[config.mk]
export PLATFORM = sky130hd
export DESIGN_NAME = segDescUnit
export DESIGN_NICKNAME = d
export VERILOG_FILES = /design/src/rtl/segPkg.sv /design/src/rtl/segLoadCtrl.sv /design/src/rtl/segDatapath.sv /design/src/rtl/segDescUnit.sv
export SDC_FILE = /design/constraint.sdc
export NUM_CORES = 1
export LEC_CHECK = 0
export BUFFER_PORTS_ARGS = -buffer_cell sky130_fd_sc_hd__buf_2
export CAP_MARGIN = 0
export CORE_ASPECT_RATIO = 0.75
export CORE_UTILIZATION = 61
export CTS_BUF_LIST = sky130_fd_sc_hd__clkbuf_8
export CTS_CLUSTER_DIAMETER = 80
export DETAILED_ROUTE_END_ITERATION = 8
export PLACE_DENSITY = 0.89
export SYNTH_ARGS = -nofsm -noshare
export SYNTH_HDL_FRONTEND = slang
export SYNTH_SLANG_ARGS = --single-unit
[constraint.sdc]
create_clock -name clk -period 13.2 [get_ports clk]
set_clock_uncertainty 0.05 [all_clocks]
set_input_delay 3.96 -clock clk [delete_from_list [all_inputs] [get_ports clk]]
set_output_delay 3.96 -clock clk [all_outputs]
set_load 0.02 [all_outputs]
[src/rtl/segPkg.sv]
package segPkg;
  localparam int LIN_W = 32;
  localparam int SEL_W = 16;
  localparam int IDX_W = 13;
  localparam int WORD_W = 32;

  typedef enum logic [2:0] {
    FLT_NONE  = 3'd0,
    FLT_NULL  = 3'd1,
    FLT_BOUND = 3'd2,
    FLT_SYS   = 3'd3,
    FLT_NOTP  = 3'd4,
    FLT_NOSEG = 3'd5,
    FLT_LIMIT = 3'd6,
    FLT_TYPE  = 3'd7
  } segFaultT;

  typedef enum logic [1:0] {
    ACC_READ  = 2'd0,
    ACC_WRITE = 2'd1,
    ACC_EXEC  = 2'd2,
    ACC_RSVD  = 2'd3
  } accKindT;

  typedef struct packed {
    logic latchSel;
    logic invalidate;
    logic useHi;
    logic capLo;
    logic capHi;
    logic commit;
  } segStrobeT;
endpackage

[src/rtl/segLoadCtrl.sv]
module segLoadCtrl
  import segPkg::*;
(
  input  logic       clk,
  input  logic       rstN,
  input  logic       ldValid,
  input  logic       selNull,
  input  logic       selOob,
  input  logic       descSys,
  input  logic       descAbsent,
  input  logic       memValid,
  output segStrobeT  strb,
  output logic       memReq,
  output logic       ldBusy,
  output logic       ldDone,
  output logic [2:0] ldCode
);
  typedef enum logic [2:0] {ST_IDLE, ST_CHECK, ST_RD0, ST_RD1, ST_FIN} ldStateT;
  ldStateT state, nxt;

  always_comb begin
    nxt = state;
    strb = '0;
    memReq = 1'b0;
    case (state)
      ST_IDLE: if (ldValid) begin
        strb.latchSel = 1'b1;
        strb.invalidate = 1'b1;
        nxt = ST_CHECK;
      end
      ST_CHECK: if (selNull || selOob) begin
        nxt = ST_IDLE;
      end else begin
        memReq = 1'b1;
        nxt = ST_RD0;
      end
      ST_RD0: if (memValid) begin
        strb.capLo = 1'b1;
        strb.useHi = 1'b1;
        memReq = 1'b1;
        nxt = ST_RD1;
      end
      ST_RD1: if (memValid) begin
        strb.capHi = 1'b1;
        nxt = ST_FIN;
      end
      ST_FIN: begin
        strb.commit = !descSys && !descAbsent;
        nxt = ST_IDLE;
      end
      default: nxt = ST_IDLE;
    endcase
  end

  assign ldBusy = (state != ST_IDLE);

  always_ff @(posedge clk or negedge rstN) begin
    if (!rstN) begin
      state <= ST_IDLE;
      ldDone <= 1'b0;
      ldCode <= FLT_NONE;
    end else begin
      state <= nxt;
      ldDone <= 1'b0;
      if (state == ST_CHECK && (selNull || selOob)) begin
        ldDone <= 1'b1;
        ldCode <= selNull ? FLT_NULL : FLT_BOUND;
      end
      if (state == ST_FIN) begin
        ldDone <= 1'b1;
        ldCode <= descSys ? FLT_SYS : (descAbsent ? FLT_NOTP : FLT_NONE);
      end
    end
  end
endmodule

[src/rtl/segDatapath.sv]
module segDatapath
  import segPkg::*;
#(
  parameter int TBL_LIM_W = 16,
  parameter int SIZE_W = 3
) (
  input  logic                 clk,
  input  logic                 rstN,
  input  segStrobeT            strb,
  input  logic [SEL_W-1:0]     ldSelector,
  input  logic [LIN_W-1:0]     globalBase,
  input  logic [TBL_LIM_W-1:0] globalLimit,
  input  logic [LIN_W-1:0]     localBase,
  input  logic [TBL_LIM_W-1:0] localLimit,
  input  logic [WORD_W-1:0]    memData,
  input  logic                 accValid,
  input  logic [LIN_W-1:0]     accOffset,
  input  logic [1:0]           accKind,
  input  logic [SIZE_W-1:0]    accSize,
  output logic                 selNull,
  output logic                 selOob,
  output logic                 descSys,
  output logic                 descAbsent,
  output logic [LIN_W-1:0]     memAddr,
  output logic                 rspValid,
  output logic [LIN_W-1:0]     rspAddr,
  output logic [2:0]           rspCode,
  output logic [SEL_W-1:0]     segSel,
  output logic [11:0]          segAttr
);
  localparam int OFF_W = IDX_W + 3;
  localparam int CMP_W = ((OFF_W > TBL_LIM_W) ? OFF_W : TBL_LIM_W) + 1;
  localparam int LIM_W = 20;
  localparam int PAD_W = LIN_W - LIM_W;

  logic [SEL_W-1:0] selQ;
  logic [WORD_W-1:0] loWord, hiWord;

  // Selector decode and table screening
  logic selLocal;
  logic [IDX_W-1:0] selIdx;
  logic [OFF_W-1:0] entryOff;
  logic [CMP_W-1:0] entryEnd;
  logic [LIN_W-1:0] tblBase;
  logic [TBL_LIM_W-1:0] tblLim;

  assign selIdx = selQ[SEL_W-1:3];
  assign selLocal = selQ[2];
  assign entryOff = {selIdx, 3'b000};
  assign entryEnd = CMP_W'(entryOff) + CMP_W'(7);
  assign tblBase = selLocal ? localBase : globalBase;
  assign tblLim = selLocal ? localLimit : globalLimit;
  assign selNull = !selLocal && (selIdx == '0);
  assign selOob = entryEnd > CMP_W'(tblLim);
  assign memAddr = tblBase + LIN_W'(entryOff) + (strb.useHi ? LIN_W'(4) : '0);

  // Descriptor field unpacking
  logic [LIN_W-1:0] dBase;
  logic [LIM_W-1:0] dLimit;
  logic [7:0] dAccess;
  logic [3:0] dFlags;

  assign dBase = {hiWord[31:24], hiWord[7:0], loWord[31:16]};
  assign dLimit = {hiWord[19:16], loWord[15:0]};
  assign dAccess = hiWord[15:8];
  assign dFlags = hiWord[23:20];
  assign descSys = !dAccess[4];
  assign descAbsent = !dAccess[7];

  // Shadow cache
  logic cValid;
  logic [LIN_W-1:0] cBase;
  logic [LIM_W-1:0] cLimit;
  logic [7:0] cAccess;
  logic [3:0] cFlags;
  logic [SEL_W-1:0] cSel;

  always_ff @(posedge clk or negedge rstN) begin
    if (!rstN) begin
      selQ <= '0;
      loWord <= '0;
      hiWord <= '0;
      cValid <= 1'b0;
      cBase <= '0;
      cLimit <= '0;
      cAccess <= '0;
      cFlags <= '0;
      cSel <= '0;
    end else begin
      if (strb.latchSel) selQ <= ldSelector;
      if (strb.capLo) loWord <= memData;
      if (strb.capHi) hiWord <= memData;
      if (strb.invalidate) cValid <= 1'b0;
      if (strb.commit) begin
        cValid <= 1'b1;
        cBase <= dBase;
        cLimit <= dLimit;
        cAccess <= dAccess;
        cFlags <= dFlags;
        cSel <= selQ;
      end
    end
  end

  assign segSel = cSel;
  assign segAttr = {cFlags, cAccess};

  // Access check
  logic cGran, cExec;
  logic [LIN_W-1:0] effLim;
  logic [LIN_W:0] accEnd;
  segFaultT accFault;

  assign cGran = cFlags[3];
  assign cExec = cAccess[3];
  assign effLim = cGran ? {cLimit, 12'hFFF} : {{PAD_W{1'b0}}, cLimit};
  assign accEnd = {1'b0, accOffset} + (LIN_W + 1)'(accSize);

  always_comb begin
    accFault = FLT_NONE;
    if (!cValid) accFault = FLT_NOSEG;
    else if ((accKind == ACC_WRITE && cExec) || (accKind == ACC_EXEC && !cExec))
      accFault = FLT_TYPE;
    else if (accEnd > {1'b0, effLim}) accFault = FLT_LIMIT;
  end

  always_ff @(posedge clk or negedge rstN) begin
    if (!rstN) begin
      rspValid <= 1'b0;
      rspAddr <= '0;
      rspCode <= FLT_NONE;
    end else begin
      rspValid <= accValid;
      if (accValid) begin
        rspCode <= accFault;
        rspAddr <= (accFault == FLT_NONE) ? cBase + accOffset : '0;
      end
    end
  end
endmodule

[src/rtl/segDescUnit.sv]
module segDescUnit
  import segPkg::*;
#(
  parameter int TBL_LIM_W = 16,
  parameter int SIZE_W = 3
) (
  input  logic                 clk,
  input  logic                 rstN,
  input  logic                 ldValid,
  input  logic [15:0]          ldSelector,
  output logic                 ldBusy,
  output logic                 ldDone,
  output logic [2:0]           ldCode,
  input  logic [31:0]          globalBase,
  input  logic [TBL_LIM_W-1:0] globalLimit,
  input  logic [31:0]          localBase,
  input  logic [TBL_LIM_W-1:0] localLimit,
  output logic                 memReq,
  output logic [31:0]          memAddr,
  input  logic                 memValid,
  input  logic [31:0]          memData,
  input  logic                 accValid,
  input  logic [31:0]          accOffset,
  input  logic [1:0]           accKind,
  input  logic [SIZE_W-1:0]    accSize,
  output logic                 rspValid,
  output logic [31:0]          rspAddr,
  output logic [2:0]           rspCode,
  output logic [15:0]          segSel,
  output logic [11:0]          segAttr
);
  segStrobeT strb;
  logic selNull, selOob, descSys, descAbsent;

  segLoadCtrl uCtrl (
    .clk(clk), .rstN(rstN), .ldValid(ldValid),
    .selNull(selNull), .selOob(selOob), .descSys(descSys), .descAbsent(descAbsent),
    .memValid(memValid), .strb(strb), .memReq(memReq),
    .ldBusy(ldBusy), .ldDone(ldDone), .ldCode(ldCode)
  );

  segDatapath #(.TBL_LIM_W(TBL_LIM_W), .SIZE_W(SIZE_W)) uDp (
    .clk(clk), .rstN(rstN), .strb(strb), .ldSelector(ldSelector),
    .globalBase(globalBase), .globalLimit(globalLimit),
    .localBase(localBase), .localLimit(localLimit),
    .memData(memData), .accValid(accValid), .accOffset(accOffset),
    .accKind(accKind), .accSize(accSize),
    .selNull(selNull), .selOob(selOob), .descSys(descSys), .descAbsent(descAbsent),
    .memAddr(memAddr), .rspValid(rspValid), .rspAddr(rspAddr), .rspCode(rspCode),
    .segSel(segSel), .segAttr(segAttr)
  );
endmodule

==> flow_metrics.py, run 1 <==
metrics = {
    "global_route": {
        "global_route.peak_usage_layer": "met1",
        "grtUsageMet3": 0.0660,
        "grt_pass1_wl_um": 52100,
        "gr-usage-all-layers": 0.313,
        "overflow": 0,
        "grt_antenna_before_repair": 2,
        "met2_usage": 0.465,
        "groute.layer.met1.usage": 0.466,
        "grt_pass1_vias": 9876,
        "pin_count_of_the_biggest_net_entering_global_routing": 75,
    },
    "floorplan": {
        "die_w_um": 168,
        "top_level_ports": 288,
        "placementRows": 45,
        "design.core.area_sq_mm": 0.0202,
        "initial_core_utilization": 0.621,
        "die-area_sq_mm": 0.0212,
        "chipHeight_um": 126,
    },
    "critical_path": {
        "path_buf_inv": 4,
        "timing.critical_path.arrival_ns": 7.29,
        "cp.required_ns": 9.19,
        "timing.critical_path.mode_cell": "sky130_fd_sc_hd__buf_2",
        "worst_setup_path_startpoint": "memValid",
        "setup.worst_path.start_class": "primary input",
        "critical_path.endpoint_type": "output port",
        "critPathTopFamily": "simple AND/OR/NAND/NOR gates",
        "path_depth": 17,
        "regToRegStartpoint": "uDp.selQ[2]",
        "slowest_stage": "sky130_fd_sc_hd__or3b_1",
        "r2r_setup_slack_ns": 9.59,
        "worst_r2r_path_depth": 12,
        "setup.worst_path.end": "memAddr[22]",
        "slowest_delay_ns": 0.42,
        "path_cells": "buf_2 -> nand2_1 -> or2_2 -> clkinv_1 -> ha_1 -> inv_1 -> fa_1 -> nor2b_1 -> o21a_1 -> o21ai_1 -> a211oi_1 -> nor3b_1 -> o31ai_1 -> a21oi_1 -> or3b_1 -> xnor2_1 -> buf_2",
        "critical_path.max_fanout": 8,
        "path_class": "in -> out",
        "worstReg2RegEnd": "uCtrl.ldCode[1]",
    },
    "sta": {
        "final_min_period_over_clock_period": 0.856,
        "timing.slew.headroom": 0.278,
        "setup_viol": 0,
        "slew_violations": 0,
        "timing.fmax_ghz": 0.0885,
        "worst_slack_ns": 1.90,
        "final-hold-violation-count": 0,
        "layout_min_cycle_time_ns": 11.30,
        "rsz0062_at_grt": "false",
        "finalSetupTns_ns": 0,
        "tightest_slew_ns": 1.08,
        "fin_hold_ws_ns": 0.416,
    },
    "detailed_routing": {
        "first_iter_violations": 992,
        "drt_wl_total_um": 33500,
        "firstDrtPassIters": 8,
        "post_drt_via_cell_ratio": 6.03,
        "drt_drc_violations_left": 0,
        "route.detailed.wl_per_inst_um": 19.5,
        "antenna_violating_nets_post_route": 0,
        "vias": 10400,
    },
    "placement": {
        "port_buffers": 287,
        "globalplace.congestion": 0.958,
        "hpwl_after_dpl_um": 25600,
        "preCtsSetupSlack_ns": 1.99,
        "dpl.cell_count": 1660,
    },
    "yosys": {
        "synthesis.instances": 1148,
        "edff_count_synth": 0,
        "post-synth-top-count-cell": "sky130_fd_sc_hd__dfrtp_1",
        "synth_cell_types": 71,
        "synth_seq_cells": 204,
        "synth_warnings": 0,
        "synthDominantAreaCellType": "sky130_fd_sc_hd__dfrtp_1",
        "syn_area_sq_mm": 0.0125,
        "post_synth_main_area_contributors": "sky130_fd_sc_hd__dfrtp_1 41%, sky130_fd_sc_hd__mux2_2 16%, sky130_fd_sc_hd__ha_1 9.3%, sky130_fd_sc_hd__xnor2_1 4.0%, sky130_fd_sc_hd__mux2i_1 2.8%",
        "synth_async_sr_flop_share": 1.00,
        "postSynthAreaPerCell_sq_um": 10.9,
        "synth_fp_nets": 1430,
        "synth.cells.most_frequent": "204 x sky130_fd_sc_hd__dfrtp_1, 174 x sky130_fd_sc_hd__mux2_2, 93 x sky130_fd_sc_hd__ha_1, 74 x sky130_fd_sc_hd__nand2_1, 60 x sky130_fd_sc_hd__nor2_1",
        "primary_flip_flop_cell_chosen_by_synthesis_mapping": "sky130_fd_sc_hd__dfrtp_1",
        "register_area_share_after_synthesis": 0.407,
        "synth_top_cell_area_share": 0.407,
    },
    "cells_and_area": {
        "layout-drive-gt1-share": 0.368,
        "finalNetCount": 1717,
        "finish.cell_count_without_fillers": 1718,
        "syn2layout_area_growth_pct": 18.4,
    },
    "clocking": {
        "cts-htree-levels": 1,
        "holdBufCountCts": 0,
        "clk-insertion-delay-late_ns": 0.58,
        "cts_repair_resized_insts": 0,
        "clkSlewWorstSetupHoldPaths_ns": 0.06,
        "ctsRootBufferMaster": "sky130_fd_sc_hd__clkbuf_8",
        "cts_post_setup_buffers_inserted": 0,
        "clk_path_buf_depth": 3,
        "cts.sinks": 204,
        "cts_inserted_buffers": 31,
        "tritoncts_clock_tree": "yes",
    },
    "status": {
        "run_status": "completed",
    },
    "pwr": {
        "power_leakage_nw": 7.29,
        "irDropWorstVdd_mv": 0.144,
        "power_density_mw_per_mm2": 210,
    },
    "worst_hold_path": {
        "timing.hold.worst.class": "reg -> reg",
    },
    "run": {
        "maxCapViolCount": 0,
    },
}
==> logic make-up (layout without fill, tap and decap cells) <==
logic type / Yosys count / after routing / synth area share
AO/OA/AOI/OAI: 222 / 222 / 0.124
adder cells (fa/ha/maj): 96 / 96 / 0.0975
XOR/XNOR: 87 / 87 / 0.0607
other: 0 / 1 / 0
multiplexers: 209 / 209 / 0.184
AND/OR/NAND/NOR: 260 / 260 / 0.104
buffers and inverters: 70 / 381 / 0.0227
flip-flops: 204 / 204 / 0.407
==> flip-flops by register name (all words and copies together), names as in the netlist, 4 cells and up <==
register     flops
uDp.loWord      32
uDp.selQ        16
uDp.rspAddr     32
uDp.segSel      16
uDp.cAccess      8
uDp.cBase       32
uDp.cLimit      20
uDp.cFlags       4
uDp.hiWord      32
==> report_power, final <==
group / switching, W / total, W / internal (W)
Sequential: 0.000191 / 0.00103 / 0.000838
Combinational: 0.000858 / 0.00155 / 0.000694
Clock: 0.000251 / 0.000537 / 0.000286
==> layout by cell type, fill, tap and decap left out, types with 6 or more instances in the layout <==
cell                        netlist  routed
sky130_fd_sc_hd__a211oi_1         8       8
sky130_fd_sc_hd__a21o_1          24      24
sky130_fd_sc_hd__a21oi_1         52      52
sky130_fd_sc_hd__buf_2            6     286
sky130_fd_sc_hd__buf_4            2       7
sky130_fd_sc_hd__clkbuf_8         0      40
sky130_fd_sc_hd__dfrtp_1        204     203
sky130_fd_sc_hd__ha_1            93      93
sky130_fd_sc_hd__inv_1           29      40
sky130_fd_sc_hd__mux2_2         174     174
sky130_fd_sc_hd__mux2i_1         35      35
sky130_fd_sc_hd__nand2_1         74      74
sky130_fd_sc_hd__nand2b_1        11      11
sky130_fd_sc_hd__nand3_1         27      26
sky130_fd_sc_hd__nand4_1         24      24
sky130_fd_sc_hd__nor2_1          60      59
sky130_fd_sc_hd__nor2b_1         12      12
sky130_fd_sc_hd__nor3_1          12      12
sky130_fd_sc_hd__nor4_1           6       6
sky130_fd_sc_hd__o21a_1          20      20
sky130_fd_sc_hd__o21ai_0         25      25
sky130_fd_sc_hd__o21ai_1         15      15
sky130_fd_sc_hd__o2bb2ai_1       29      29
sky130_fd_sc_hd__o31ai_1          6       6
sky130_fd_sc_hd__or3_1            6       6
sky130_fd_sc_hd__xnor2_1         58      58
sky130_fd_sc_hd__xor2_1          29      29
==> worst min path at each step <==
| stage | to | startpoint | slack (ns) | cells past startpoint |
|---|---|---|---|---|
| after CTS | uDp.cAccess[4] | uDp.cAccess[4] | 0.42 | 1 |
| after detailed placement | uDp.cAccess[4] | uDp.cAccess[4] | 0.40 | 1 |
| after global placement | uDp.cAccess[4] | uDp.cAccess[4] | 0.39 | 1 |
| after global routing | uDp.cAccess[4] | uDp.cAccess[4] | 0.43 | 1 |
| final | uDp.cAccess[4] | uDp.cAccess[4] | 0.42 | 1 |
| after floorplan | uDp.cFlags[3] | uDp.hiWord[23] | 0.42 | 1 |
==> layer usage <==
metal	wire length, um	part of all wire
met4	677	0.020
met2	14600	0.44
met3	2600	0.078
met5	13	0.00039
met1	15600	0.46
==> area by class of cell <==
type,instances,area [sq um]
diodes,1,2.50
clock buffers,39,537
clock inverters,18,110
fillers,1435,5360
inverters,30,113
multi-input cells,874,7170
flip-flops and latches,204,5110
well taps,258,323
repair buffers,294,1500
==> through the flow <==
stage                util  total power [W]  instance area [sq um]
CTS                 0.735          0.00311                  14900
global route        0.735          0.00331                  14900
global placement    0.703          0.00250                  14200
floorplan               -          0.00211                  12500
detailed placement  0.703          0.00256                  14200
finish              0.735          0.00312                  14900
Note: power is estimated with default switching activity, not from simulation.
==> run 2, diff against run 1 <==
Settings changed: SYNTH_HIERARCHICAL set to 1.
==> run 2 against run 1 <==
  * Combinational power barely moved
  * Largest cell class unchanged
  * Setup slack got worse by 0.0032 ns
  * Maximum frequency barely moved
  * Cell count rose by 4.5%
==> flow_metrics.py, run 2 <==
metrics = {
    "sta": {
        "finalSetupTns_ns": 0,
        "rsz0062_at_grt": "false",
        "setup_viol": 0,
        "slew_violations": 0,
        "layout_min_cycle_time_ns": 11.30,
        "timing.fmax_ghz": 0.0885,
        "final-hold-violation-count": 0,
        "tightest_slew_ns": 1.27,
        "timing.slew.headroom": 0.155,
        "final_min_period_over_clock_period": 0.856,
    },
    "cells_and_area": {
        "layout.cells.most_common": "sky130_fd_sc_hd__buf_2",
        "finalNetCount": 1771,
        "layout-drive-gt1-share": 0.362,
        "postLayoutCellArea_sq_mm": 0.0151,
        "num_antenna_cells": 0,
        "filler_cell_count": 1504,
        "syn2layout_area_growth_pct": 17.7,
        "most-common-layout-cells": "286 x sky130_fd_sc_hd__buf_2, 203 x sky130_fd_sc_hd__dfrtp_1, 175 x sky130_fd_sc_hd__mux2_2",
    },
    "yosys": {
        "primary_flip_flop_cell_chosen_by_synthesis_mapping": "sky130_fd_sc_hd__dfrtp_1",
        "synth_seq_cells": 204,
        "synthDominantAreaCellType": "sky130_fd_sc_hd__dfrtp_1",
        "synthesis.instances": 1210,
        "synth_top_family_by_area": "multiplexers",
        "synth_async_sr_flop_share": 1.00,
        "synth.cells.most_frequent": "204 x sky130_fd_sc_hd__dfrtp_1, 175 x sky130_fd_sc_hd__mux2_2, 93 x sky130_fd_sc_hd__ha_1, 78 x sky130_fd_sc_hd__nand2_1, 68 x sky130_fd_sc_hd__a21oi_1",
        "register_area_share_after_synthesis": 0.398,
        "edff_count_synth": 0,
        "post_synth_main_area_contributors": "sky130_fd_sc_hd__dfrtp_1 40%, sky130_fd_sc_hd__mux2_2 15%, sky130_fd_sc_hd__ha_1 9.1%, sky130_fd_sc_hd__xnor2_1 3.2%, sky130_fd_sc_hd__a21oi_1 2.7%",
        "synth_fp_nets": 1492,
        "post_synth_fa_ha_maj_area_fraction": 0.0955,
        "postSynthAreaPerCell_sq_um": 10.6,
        "synth_top_cell_area_share": 0.398,
        "yosys-mux-area-fraction": 0.183,
        "yosys.area_share.simple": 0.110,
        "fraction_of_synthesized_cell_area_in_xor_and_xnor_cells": 0.0519,
        "synth_warnings": 6,
        "synth_cell_types": 79,
        "syn_area_sq_mm": 0.0128,
        "synth_compound_area_frac": 0.121,
        "post-synth-top-count-cell": "sky130_fd_sc_hd__dfrtp_1",
    },
    "clocking": {
        "clk_path_buf_depth": 3,
        "tritoncts_clock_tree": "yes",
        "cts_repair_resized_insts": 0,
        "cts_inserted_buffers": 34,
        "cts.sinks": 204,
        "clk-insertion-delay-late_ns": 0.52,
        "cts-htree-levels": 2,
        "cts_post_setup_buffers_inserted": 0,
        "ctsRootBufferMaster": "sky130_fd_sc_hd__clkbuf_8",
        "holdBufCountCts": 0,
        "clkSlewWorstSetupHoldPaths_ns": 0.05,
    },
    "pwr": {
        "irDropWorstVdd_mv": 0.109,
        "pwr-share-clk": 0.180,
        "power_density_mw_per_mm2": 207,
        "fraction_of_power_spent_switching_nets": 0.417,
        "internal_power_w": 0.00182,
        "power_leakage_nw": 7.34,
        "power.share.combinational": 0.492,
        "switchingPower_w": 0.00130,
        "post-layout-total-power_w": 0.00312,
        "portion_of_total_power_attributed_to_sequential_cells": 0.328,
    },
    "floorplan": {
        "die-area_sq_mm": 0.0216,
        "chipHeight_um": 128,
        "die_w_um": 169,
        "design.core.area_sq_mm": 0.0204,
        "top_level_ports": 288,
        "placementRows": 45,
        "initial_core_utilization": 0.627,
    },
    "detailed_routing": {
        "firstDrtPassIters": 5,
        "antenna_violating_nets_post_route": 0,
        "first_iter_violations": 1006,
        "vias": 10700,
        "route.detailed.wl_per_inst_um": 19.2,
        "drt_wl_total_um": 34400,
        "drt_drc_violations_left": 0,
        "post_drt_via_cell_ratio": 5.97,
    },
    "critical_path": {
        "timing.critical_path.arrival_ns": 7.29,
        "critical_path.max_fanout": 33,
        "path_class": "in -> out",
        "critical_path.endpoint_type": "output port",
        "cp.required_ns": 9.19,
        "setup.worst_path.start_class": "primary input",
    },
    "global_route": {
        "grt_pass1_wl_um": 53500,
        "pin_count_of_the_biggest_net_entering_global_routing": 78,
        "gr-usage-all-layers": 0.318,
        "grt_antenna_before_repair": 0,
        "overflow": 0,
        "grt_pass1_vias": 10100,
    },
    "placement": {
        "placed_area_sq_mm": 0.0144,
        "port_buffers": 287,
        "globalplace.congestion": 0.976,
        "hpwl_after_dpl_um": 26100,
    },
    "status": {
        "run_status": "completed",
    },
    "worst_hold_path": {
        "timing.hold.worst.class": "reg -> reg",
    },
    "run": {
        "maxCapViolCount": 0,
    },
}
## run 2: area by class of cell
| class | instances | area (sq um) | share of cell area |
|---|---|---|---|
| timing repair buffer | 295 | 1510 | 0.0998 |
| clock buffer | 41 | 564 | 0.0374 |
| tap | 282 | 353 | 0.0234 |
| multi-input combinational | 893 | 7220 | 0.478 |
| sequential | 204 | 5110 | 0.338 |
| inverter | 61 | 229 | 0.0152 |
| clock inverter | 19 | 113 | 0.00746 |
## run 2: routing by layer
metal | global-route usage | wire length, um
met5 | 0 | 0
met4 | 0.0853 | 651
met3 | 0.0629 | 2870
met1 | 0.483 | 16100
met2 | 0.460 | 14800
## run 2: power groups by stage
stage / logic, W / clock network, W / registers (W)
final: 0.00154 / 0.000562 / 0.00103
after global routing: 0.00166 / 0.000602 / 0.00105
after CTS: 0.00152 / 0.000573 / 0.00102
after detailed placement: 0.00150 / 0 / 0.00103
after global placement: 0.00147 / 0 / 0.00102
after floorplan: 0.00108 / 0 / 0.000998
## run 2: stage by stage
stage / cells / setup slack, ns / utilization / hold WS (ns)
after floorplan: 1210 / 2.71 / - / 0.415
after global placement: 1735 / 2.04 / 0.705 / 0.407
after detailed placement: 1735 / 1.92 / 0.705 / 0.413
after CTS: 1795 / 1.91 / 0.738 / 0.425
after global routing: 1795 / 1.59 / 0.738 / 0.443
final: 1795 / 1.90 / 0.738 / 0.420
## run 2: kinds of logic (layout without fill, tap and decap cells)
family                   Yosys count  count (layout)
AND/OR/NAND/NOR                  277             277
AO/OA/AOI/OAI                    233             233
flip-flops                       204             204
buffers and inverters            113             416
adder cells (fa/ha/maj)           96              96
XOR/XNOR                          76              76
multiplexers                     211             211
## run 2: worst max-delay path, stage by stage
cell                      delay, ns
sky130_fd_sc_hd__buf_2         0.10
sky130_fd_sc_hd__nand2_1       0.13
sky130_fd_sc_hd__nor3_2        0.14
sky130_fd_sc_hd__buf_4         0.44
sky130_fd_sc_hd__ha_1          0.25
sky130_fd_sc_hd__inv_1         0.05
sky130_fd_sc_hd__fa_1          0.39
sky130_fd_sc_hd__nor2b_1       0.13
sky130_fd_sc_hd__o21a_1        0.17
sky130_fd_sc_hd__o21ai_0       0.13
sky130_fd_sc_hd__a211o_1       0.30
sky130_fd_sc_hd__a21o_1        0.20
sky130_fd_sc_hd__a21oi_1       0.36
sky130_fd_sc_hd__nor2b_1       0.21
sky130_fd_sc_hd__xnor2_1       0.12
sky130_fd_sc_hd__buf_2         0.18
## run 2: path summary, 6_finish.rpt
check / start / end / slack, ns / cells after the start
max: memValid / memAddr[30] / 1.90 / 16
min: uDp/rspCode[2] / uDp/rspCode[2] / 0.42 / 1
max reg2reg: uDp/selQ[2] / uCtrl/ldCode[1] / 9.13 / 15
min reg2reg: uDp/rspCode[2] / uDp/rspCode[2] / 0.42 / 1
max in group asynchronous: rstN / uDp/cAccess[5] / 8.39 / 2
min in group asynchronous: rstN / uDp/rspAddr[8] / 3.37 / 1
